==> config.mk <==
export PLATFORM = sky130hd
export DESIGN_NAME = vernier_ranger
export DESIGN_NICKNAME = d
export VERILOG_FILES = /design/src/rtl/vr_pkg.sv /design/src/rtl/vr_strobe_age.sv /design/src/rtl/vr_sat_count.sv /design/src/rtl/vr_phase_ctrl.sv /design/src/rtl/vr_estimator.sv /design/src/rtl/vernier_ranger.sv
export SDC_FILE = /design/constraint.sdc
export NUM_CORES = 2
export LEC_CHECK = 0
export BUFFER_PORTS_ARGS = -buffer_cell sky130_fd_sc_hd__buf_2
export CAP_MARGIN = 20
export CORE_UTILIZATION = 63
export CTS_CLUSTER_DIAMETER = 50
export DETAILED_ROUTE_END_ITERATION = 8
export PLACE_DENSITY_LB_ADDON = 0.25
export SKIP_CTS_REPAIR_TIMING = 1
export SLEW_MARGIN = 40
export SYNTH_ARGS = -nofsm -noshare
export SYNTH_HDL_FRONTEND = slang
export SYNTH_HIERARCHICAL = 1
export SYNTH_SLANG_ARGS = --single-unit
export TNS_END_PERCENT = 20
==> constraint.sdc <==
create_clock -name clk -period 11.9 [get_ports clk]
set_input_delay 2.38 -clock clk [delete_from_list [all_inputs] [get_ports clk]]
set_output_delay 2.38 -clock clk [all_outputs]
set_load 0.02 [all_outputs]
==> src/rtl/vr_pkg.sv <==
package vr_pkg;
  typedef enum logic [2:0] {
    PH_IDLE,
    PH_FIRST,
    PH_SEEK,
    PH_COIN,
    PH_TAIL,
    PH_CALC
  } phase_t;
endpackage

==> src/rtl/vr_strobe_age.sv <==
module vr_strobe_age #(
  parameter int AGE_W = 3
) (
  input  logic             clk,
  input  logic             rst,
  input  logic             clr,
  input  logic             stb,
  output logic [AGE_W-1:0] age
);
  localparam logic [AGE_W-1:0] AGE_MAX = {AGE_W{1'b1}};

  logic [AGE_W-1:0] age_q;

  // cycles since the most recent strobe, counting the present cycle as 0
  always_comb begin
    if (stb)                  age = '0;
    else if (age_q == AGE_MAX) age = AGE_MAX;
    else                      age = age_q + 1'b1;
  end

  always_ff @(posedge clk) begin
    if (rst || clr) age_q <= AGE_MAX;
    else            age_q <= age;
  end
endmodule

==> src/rtl/vr_sat_count.sv <==
module vr_sat_count #(
  parameter int W = 16
) (
  input  logic         clk,
  input  logic         rst,
  input  logic         clr,
  input  logic         inc,
  output logic [W-1:0] cnt,
  output logic         full
);
  assign full = &cnt;

  always_ff @(posedge clk) begin
    if (rst || clr)        cnt <= '0;
    else if (inc && !full) cnt <= cnt + 1'b1;
  end

  // a full counter holds its value
  a_r9_counter_holds: assert property (@(posedge clk) disable iff (rst)
    (inc && full && !clr) |=> (cnt == $past(cnt)));
endmodule

==> src/rtl/vr_phase_ctrl.sv <==
module vr_phase_ctrl
  import vr_pkg::*;
#(
  parameter int CNT_W = 16,
  parameter int WIN   = 2,
  parameter int AGE_W = 3
) (
  input  logic             clk,
  input  logic             rst,
  input  logic             start,
  input  logic             ref_stb,
  input  logic             dly_stb,
  input  logic [AGE_W-1:0] ref_age,
  input  logic [AGE_W-1:0] dly_age,
  input  logic             fin,
  output logic [CNT_W-1:0] n1,
  output logic [CNT_W-1:0] n2,
  output logic [CNT_W-1:0] n3,
  output logic             acc,
  output logic             go,
  output logic             abort
);
  localparam int NCNT = 3;
  localparam logic [AGE_W-1:0] WIN_A = AGE_W'(WIN);

  phase_t state;
  logic [NCNT-1:0]  inc;
  logic [NCNT-1:0]  full;
  logic [CNT_W-1:0] cnt [NCNT];
  logic coinc, closing, ovf_hit;

  for (genvar g = 0; g < NCNT; g++) begin : g_cnt
    vr_sat_count #(.W(CNT_W)) u_cnt (
      .clk  (clk),
      .rst  (rst),
      .clr  (acc),
      .inc  (inc[g]),
      .cnt  (cnt[g]),
      .full (full[g])
    );
  end

  assign n1 = cnt[0];
  assign n2 = cnt[1];
  assign n3 = cnt[2];

  assign acc     = start && (state == PH_IDLE);
  assign coinc   = ref_stb && (dly_age <= WIN_A);
  assign closing = dly_stb && (ref_age <= WIN_A);

  assign inc[0] = (state == PH_FIRST) && ref_stb;
  assign inc[1] = ((state == PH_SEEK) || (state == PH_COIN)) && coinc;
  assign inc[2] = (state == PH_TAIL) && dly_stb;
  assign ovf_hit = |(inc & full);

  always_ff @(posedge clk) begin
    if (rst) begin
      state <= PH_IDLE;
      go    <= 1'b0;
      abort <= 1'b0;
    end else begin
      go    <= 1'b0;
      abort <= 1'b0;
      if (ovf_hit) begin
        state <= PH_CALC;
        abort <= 1'b1;
      end else begin
        case (state)
          PH_IDLE:  if (acc) state <= PH_FIRST;
          PH_FIRST: if (dly_stb) state <= PH_SEEK;
          PH_SEEK:  if (coinc) state <= PH_COIN;
          PH_COIN:  if (ref_stb && !coinc) state <= PH_TAIL;
          PH_TAIL:  if (closing) begin
                      state <= PH_CALC;
                      go    <= 1'b1;
                    end
          PH_CALC:  if (fin) state <= PH_IDLE;
          default:  state <= PH_IDLE;
        endcase
      end
    end
  end

  // counts never fall while a measurement is under way
  a_r10_no_restart: assert property (@(posedge clk) disable iff (rst)
    (state != PH_IDLE) |=> (n1 >= $past(n1)) && (n2 >= $past(n2)) && (n3 >= $past(n3)));

  // same-cycle strobes while searching are a coincidence
  a_r3_same_cycle: assert property (@(posedge clk) disable iff (rst)
    (state == PH_SEEK && ref_stb && dly_stb && !full[1]) |=> (state == PH_COIN));

  // phase 3 moves only on delayed strobes
  a_r4_tail_delayed_only: assert property (@(posedge clk) disable iff (rst)
    (state == PH_TAIL && !dly_stb) |=> (n3 == $past(n3)));

  // phase 1 never advances counter 2 or 3
  a_r2_first_only_c1: assert property (@(posedge clk) disable iff (rst)
    (state == PH_FIRST) |=> (n2 == '0) && (n3 == '0));
endmodule

==> src/rtl/vr_estimator.sv <==
module vr_estimator #(
  parameter int CNT_W      = 16,
  parameter int TX_W       = 40,
  parameter int DIST_W     = 32,
  parameter int REF_PER_PS = 400000,
  parameter int DLY_PER_PS = 399600,
  parameter int C_Q        = 5029675,
  parameter int FRAC       = 24
) (
  input  logic                     clk,
  input  logic                     rst,
  input  logic                     clr,
  input  logic                     go,
  input  logic                     abort,
  input  logic [TX_W-1:0]          t0,
  input  logic [CNT_W-1:0]         n1,
  input  logic [CNT_W-1:0]         n2,
  input  logic [CNT_W-1:0]         n3,
  output logic signed [TX_W-1:0]   tx_ps,
  output logic [DIST_W-1:0]        dist_mm,
  output logic                     done,
  output logic                     valid,
  output logic                     ovf,
  output logic                     fin
);
  localparam int PW = 64;
  localparam logic [PW-1:0] ROUND_ADD = PW'(1) << FRAC;

  logic [TX_W-1:0]        t0_q;
  logic                   s1, s2;
  logic [PW-1:0]          prod_q;
  logic [PW-1:0]          up_w, dn_w;
  logic signed [PW-1:0]   dif2_w, diff_w;

  // doubled time avoids the half-count fractions
  always_comb begin
    up_w   = (2 * PW'(n3) + PW'(n2)) * PW'(DLY_PER_PS);
    dn_w   = (2 * PW'(n1) + PW'(n2)) * PW'(REF_PER_PS);
    dif2_w = $signed(up_w) - $signed(dn_w);
    diff_w = PW'(tx_ps) - $signed(PW'(t0_q));
  end

  always_ff @(posedge clk) begin
    if (rst) begin
      t0_q    <= '0;
      s1      <= 1'b0;
      s2      <= 1'b0;
      prod_q  <= '0;
      tx_ps   <= '0;
      dist_mm <= '0;
      done    <= 1'b0;
      valid   <= 1'b0;
      ovf     <= 1'b0;
      fin     <= 1'b0;
    end else begin
      fin <= 1'b0;
      s1  <= go;
      s2  <= s1;
      if (clr) begin
        t0_q    <= t0;
        tx_ps   <= '0;
        dist_mm <= '0;
        done    <= 1'b0;
        valid   <= 1'b0;
        ovf     <= 1'b0;
      end else if (abort) begin
        tx_ps   <= '0;
        dist_mm <= '0;
        done    <= 1'b1;
        valid   <= 1'b0;
        ovf     <= 1'b1;
        fin     <= 1'b1;
      end else begin
        if (go) tx_ps <= TX_W'(dif2_w >>> 1);
        if (s1) prod_q <= (diff_w < 0) ? '0 : PW'(diff_w * $signed(PW'(C_Q)));
        if (s2) begin
          dist_mm <= DIST_W'((prod_q + ROUND_ADD) >> (FRAC + 1));
          done    <= 1'b1;
          valid   <= 1'b1;
          fin     <= 1'b1;
        end
      end
    end
  end

  // an aborted result is never marked valid
  a_r9_abort_invalid: assert property (@(posedge clk) disable iff (rst)
    ovf |-> (done && !valid));

  // result follows the last pipeline stage by one edge
  a_r8_latency: assert property (@(posedge clk) disable iff (rst)
    (s2 && !clr && !abort) |=> (done && valid));

  // time short of the turnaround yields zero distance
  a_r7_clamp: assert property (@(posedge clk) disable iff (rst)
    (done && valid && ($signed(PW'(tx_ps)) < $signed(PW'(t0_q)))) |-> (dist_mm == '0));
endmodule

==> src/rtl/vernier_ranger.sv <==
module vernier_ranger
  import vr_pkg::*;
#(
  parameter int CNT_W      = 16,
  parameter int TX_W       = 40,
  parameter int DIST_W     = 32,
  parameter int WIN        = 2,
  parameter int REF_PER_PS = 400000,
  parameter int DLY_PER_PS = 399600,
  parameter int C_Q        = 5029675,
  parameter int FRAC       = 24
) (
  input  logic                   clk,
  input  logic                   rst,
  input  logic                   start,
  input  logic                   ref_stb,
  input  logic                   dly_stb,
  input  logic [TX_W-1:0]        t0_ps,
  output logic [CNT_W-1:0]       n1,
  output logic [CNT_W-1:0]       n2,
  output logic [CNT_W-1:0]       n3,
  output logic signed [TX_W-1:0] tx_ps,
  output logic [DIST_W-1:0]      dist_mm,
  output logic                   done,
  output logic                   valid,
  output logic                   overflow
);
  localparam int AGE_W = $clog2(WIN + 2) + 1;

  logic [AGE_W-1:0] ref_age, dly_age;
  logic acc, go, abort, fin;

  vr_strobe_age #(.AGE_W(AGE_W)) u_ref_age (
    .clk (clk), .rst (rst), .clr (acc), .stb (ref_stb), .age (ref_age)
  );

  vr_strobe_age #(.AGE_W(AGE_W)) u_dly_age (
    .clk (clk), .rst (rst), .clr (acc), .stb (dly_stb), .age (dly_age)
  );

  vr_phase_ctrl #(.CNT_W(CNT_W), .WIN(WIN), .AGE_W(AGE_W)) u_ctrl (
    .clk     (clk),
    .rst     (rst),
    .start   (start),
    .ref_stb (ref_stb),
    .dly_stb (dly_stb),
    .ref_age (ref_age),
    .dly_age (dly_age),
    .fin     (fin),
    .n1      (n1),
    .n2      (n2),
    .n3      (n3),
    .acc     (acc),
    .go      (go),
    .abort   (abort)
  );

  vr_estimator #(
    .CNT_W (CNT_W), .TX_W (TX_W), .DIST_W (DIST_W),
    .REF_PER_PS (REF_PER_PS), .DLY_PER_PS (DLY_PER_PS),
    .C_Q (C_Q), .FRAC (FRAC)
  ) u_est (
    .clk     (clk),
    .rst     (rst),
    .clr     (acc),
    .go      (go),
    .abort   (abort),
    .t0      (t0_ps),
    .n1      (n1),
    .n2      (n2),
    .n3      (n3),
    .tx_ps   (tx_ps),
    .dist_mm (dist_mm),
    .done    (done),
    .valid   (valid),
    .ovf     (overflow),
    .fin     (fin)
  );

  // finished results hold while no start arrives
  a_r11_hold: assert property (@(posedge clk) disable iff (rst)
    (done && !start) |=> (done && $stable(tx_ps) && $stable(dist_mm)
                          && $stable(n1) && $stable(n2) && $stable(n3)));

  // an accepted start clears done on the next edge
  a_r11_clear: assert property (@(posedge clk) disable iff (rst)
    acc |=> (!done && !valid && !overflow));
endmodule

Yosys cells after proc, flatten, opt, wreduce, memory -nomap -nowiden
Index checks and enable logic that the tools add are counted.
Cells by class
  add/subtract/negate cells: 10
  multiply operators: 3
  order comparisons: 3
  eq/ne operators: 19
  multiplexer cells: 19
  bitwise operators: 4
  reduce and logical (&&, ||, !) cells: 29
Operators by type and width (count)
  64-bit by 12-bit multiplier with 34-bit output, second input constant: 1
  64-bit by 15-bit multiplier with 37-bit output, second input constant: 1
  57-bit by 25-bit adder with 57-bit output, second input constant: 1
  42-bit by 24-bit multiplier with 57-bit output, second input constant: 1
  57-bit two-way mux: 1
  16-bit by 1-bit adder with 16-bit output, second input constant: 3
  16-bit AND reduction: 3
  42-bit by 1-bit less-than comparator with 1-bit output, second input constant: 1
  40-bit by 41-bit subtractor with 42-bit output: 1
  41-bit subtractor: 1
  17-bit by 16-bit adder with 18-bit output: 2
  3-bit two-way mux: 11
  3-bit one-hot mux with 6 select lines: 1
  3-bit == test, second input constant: 4
  6-bit AND reduction: 2
  1-bit logical AND: 10
  3-bit by 1-bit != test with 1-bit output, second input constant: 3
  3-bit by 2-bit != test with 1-bit output, second input constant: 3
  3-bit by 1-bit adder with 3-bit output, second input constant: 2
  3-bit by 2-bit == test with 1-bit output, second input constant: 2
  3-bit by 2-bit <= comparator with 1-bit output, second input constant: 2
  1-bit two-way mux: 6
  2-bit by 1-bit != test with 1-bit output, second input constant: 3
  2-bit != test, second input constant: 3
  other kinds (12): 19
Word-level totals
  flip-flop bits (word level): 234
  input bits: 45
  word-level logic and storage cells: 106

Longest topological paths before layout
  word-level depth: 10
  depth in mapped cells: 44

Cells and area by module
The synthesis kept the hierarchy.
By module, submodules not included
  vr_estimator: times used 1, cells an instance 4047, area each 37030.5 µm²
  vr_sat_count: times used 3, cells an instance 97, area each 835.8 µm²
  vr_phase_ctrl: times used 1, cells an instance 45, area each 380.4 µm²
  vr_strobe_age: times used 2, cells an instance 14, area each 140.1 µm²

Least setup slack after synthesis
OpenSTA, ideal clock, no wires.
  path kind: reg2reg
  start point: register u_est.tx_ps[3]
  end point: register u_est.prod_q[51]
  data arrival time: 9.349 ns
  data required time: 11.830 ns
  slack: 2.480 ns
  stages on the path, launching flop included: 34
  clock period less this slack: 9.420 ns
  cell sequence: dfxtp_1 -> ha_1 -> or4b_4 -> a22oi_2 -> a2111oi_4 -> o311ai_4 -> o21ai_0 -> o21ai_0 -> a311o_1 -> a21o_1 -> a21oi_1 -> xnor2_1 -> fa_1 -> inv_1 -> fa_1 -> inv_1 -> fa_1 -> fa_1 -> fa_1 -> fa_1 -> inv_1 -> fa_1 -> inv_1 -> ha_1 -> clkbuf_1 -> nand4_1 -> or3_1 -> or2_2 -> a21o_1 -> nand3_1 -> a31o_2 -> a311oi_1 -> or4_1 -> a21oi_1
On the way
  longest elaborated chain between the ends: 3
Ends and longest elaborated chain
  from (decl): line vr_estimator.sv:19  | output logic signed [TX_W-1:0] tx_ps,
  from (signal assigned): line vr_estimator.sv:74  | if (go) tx_ps <= TX_W'(dif2_w >>> 1);
  40-bit by 41-bit subtractor with 42-bit output (*): line vr_estimator.sv:40  | diff_w = PW'(tx_ps) - $signed(PW'(t0_q));
  42-bit by 24-bit multiplier with 57-bit output or 42-bit by 1-bit less-than comparator with 1-bit output (tied branches): line vr_estimator.sv:75  | if (s1) prod_q <= (diff_w < 0) ? '0 : PW'(diff_w * $signed(PW'(C_Q)));
  57-bit two-way mux (*): line vr_estimator.sv:75
  to (signal assigned): line vr_estimator.sv:75
  to (decl): line vr_estimator.sv:31  | logic [PW-1:0] prod_q;
Mark *: on every way between the ends. The rest lies on a longest branch, timed or not.
A chain may end at the register's enable or synchronous reset.

Worst setup path after layout
  start point: register u_est.t0_q[0]
  end point: register u_est.prod_q[56]
On the way
  longest elaborated chain between the ends: 3
Ends and longest elaborated chain
  from (decl): line vr_estimator.sv:29  | logic [TX_W-1:0] t0_q;
  from (signal assigned): line vr_estimator.sv:60  | t0_q <= t0;
  40-bit by 41-bit subtractor with 42-bit output (*): line vr_estimator.sv:40
  42-bit by 24-bit multiplier with 57-bit output or 42-bit by 1-bit less-than comparator with 1-bit output (tied branches): line vr_estimator.sv:75
  57-bit two-way mux (*): line vr_estimator.sv:75
Marks and branches as above.

==> results.ini <==
[timing]
clock.fmax_ghz = 0.0939
slew-limit-headroom_pct = 37.8
drv_slew = 0
fin_setup_tns_ns = 0
post-route-min-period_ns = 10.65
tightest_slew_ns = 0.930
fin_crit_sh_pct = 89.5
fin_skew_ns = 0.0279
setup_violations = 0
rsz0062_at_grt = no
hold_violations = 0

[setup_path]
cp-start-kind = register
worstSetupEndpointType = register
r2r_slack_ns = 1.25
cp_max_fo = 16
crit_required_ns = 12.39
path_class = register to register
critPathSlowestCell = fa_1
max_stage_delay_ns = 0.57
arrival_ns = 11.14

[cells_and_area]
final_cell_mix = 1126 x inv_1, 660 x ha_1, 605 x fa_1, 228 x nor2_1, 205 x dfxtp_1
drive_gt1_share_pct = 7.18
utilization_pct = 68.4
syn2layout_area_growth_pct = 7.30
final_common_cell = inv_1
fill_cells = 5140
nets = 5887
diodes = 0

[logic_synthesis]
synth_xor_area_share_pct = 5.05
yosys.area_share.adder_pct = 50.7
synth_top_family_by_area = adder cells
synth_area_leaders = fa_1 30%, ha_1 21%, inv_1 11%
synth_compound_area_share_pct = 11.3
synth-edff-count = 0
ys_ff_latch = 207
synth-simple-area-share_pct = 9.46
yosysTopAreaCellShare_pct = 30.1
yosys_warnings = 6
synth_area_um2 = 40200
synthDistinctLibCells = 90
ys_seq_area_share_pct = 10.3
synth.mux.area_fraction_pct = 1.81
synth_ff_type = dfxtp_1
yosysTopAreaCell = fa_1
avgSynthCellArea_um2 = 9.11
synthArstFlopShare_pct = 0
syn_inst = 4411

[routing]
wl_um = 106000
via_count = 31200
drc = 0
wirelength_met1_um = 47500
detail_route.wl_per_cell_um = 19.5
drtAntennaViolNets = 0
drtIter0Drc = 2384
top_layer = met5
route.met3.wl_um = 10000
drt-pass1-iter-count = 5
wl_met2_um = 45900
viasPerCell = 5.73

[global_routing]
grt_pass1_vias = 31500
grt_overflow_total = 0
grt_usage_pct = 34.1
antenna_found_initial = 1
grt_pass1_wl_um = 171000
grt_max_degree = 70

[floorplan]
rows = 92
die_w_um = 255
dieArea_um2 = 64800
die_h_um = 255
start_util_pct = 63.7
num_io_pins = 168
coreArea_um2 = 63100

[place]
gp_congestion = 1.00
port_buffers = 164
dp_hpwl_um = 91200

[clocking]
cts_tree = yes
clockBufferDepth = 3
h-tree-depth = 1
numClockSinks = 207
cts_made_buffers = 26
cts-root-buf = clkbuf_16
clk-insertion-delay-late_ns = 0.59
clk_pin_slew_ns = 0.07

[outcome]
status = finished, final reports clean

[job]
cap_violations = 0

[hold_path]
hp-class = register to register

[metal layers]
layer / global-route usage, % / up-vias
li1: - / 14600
met1: 49.2 / 15300
met2: 51.8 / 1155
met3: 7.87 / 177
met4: 8.42 / 2
met5: 0 / -
[path summary, 6_finish.rpt]
kind / startpoint / endpoint / cells past startpoint
setup / recovery: u_est/t0_q[0] / u_est/prod_q[56] / 34
hold / removal: u_est/done / u_est/done / 1
setup reg to reg: u_est/t0_q[0] / u_est/prod_q[56] / 34
hold reg to reg: u_est/done / u_est/done / 1
[through the flow]
step	hold WS [ns]	cell area [um^2]	setup WS, ns	std cells
3_5_place_dp	0.443	42200	1.48	5395
6_report	0.473	43100	1.25	5443
4_1_cts	0.467	43100	1.37	5443
3_3_place_gp	0.449	42100	1.67	5395
5_1_grt	0.505	43100	0.692	5443
2_1_floorplan	0.452	40200	2.48	4414
[critical path: cells and delay by family, from the launching register on]
kind            cells  cell delay [ns]
buf+inv             6             0.87
xor+xnor            2             0.64
compound gates     15             4.21
simple gates        2             0.22
fa+ha+maj           9             4.09
flops               1             0.54
[layout make-up]
| cell class | instances | area [um^2] | area share, % |
|---|---|---|---|
| multi-input combinational | 3010 | 31600 | 73.3 |
| timing repair buffer | 205 | 1130 | 2.62 |
| inverter | 1127 | 4230 | 9.81 |
| clock inverter | 18 | 239 | 0.554 |
| clock buffer | 30 | 696 | 1.61 |
| sequential | 207 | 4150 | 9.62 |
| tap | 846 | 1060 | 2.45 |
[sequential cells by signal, indices dropped and copies added (netlist names)]
register                cells
u_ctrl/state                3
u_est/dist_mm              32
u_est/s1                    1
u_ctrl/go                   1
u_dly_age/age_q             3
u_est/ovf                   1
u_est/valid                 1
u_ctrl/g_cnt.u_cnt/cnt     48
u_est/t0_q                 40
u_est/done                  1
u_est/s2                    1
u_est/prod_q               33
u_ctrl/abort                1
u_ref_age/age_q             3
u_est/tx_ps                37
u_est/fin                   1
[cell families after synthesis]
kind of cell / Yosys count
AOI/OAI and AO/OA: 668
adders and majority gates: 1265
and+or+nand+nor: 770
other: 1
DFF: 207
buffers and inverters: 1197
xor gates and xnor gates: 231
muxes: 72
[synthesized netlist by cell type (77+ instances only)]
library cell and instances:
nor2_1 230, ha_1 660, o21ai_0 112, xnor2_1 145, nand2_1 156, xor2_1 85
nand3_1 91, inv_1 1126, a21oi_1 188, dfxtp_1 207, a21o_1 77, fa_1 605
Power is not shown: default switching activity piles up to over one toggle a cycle in this logic, so the estimate is an artifact.
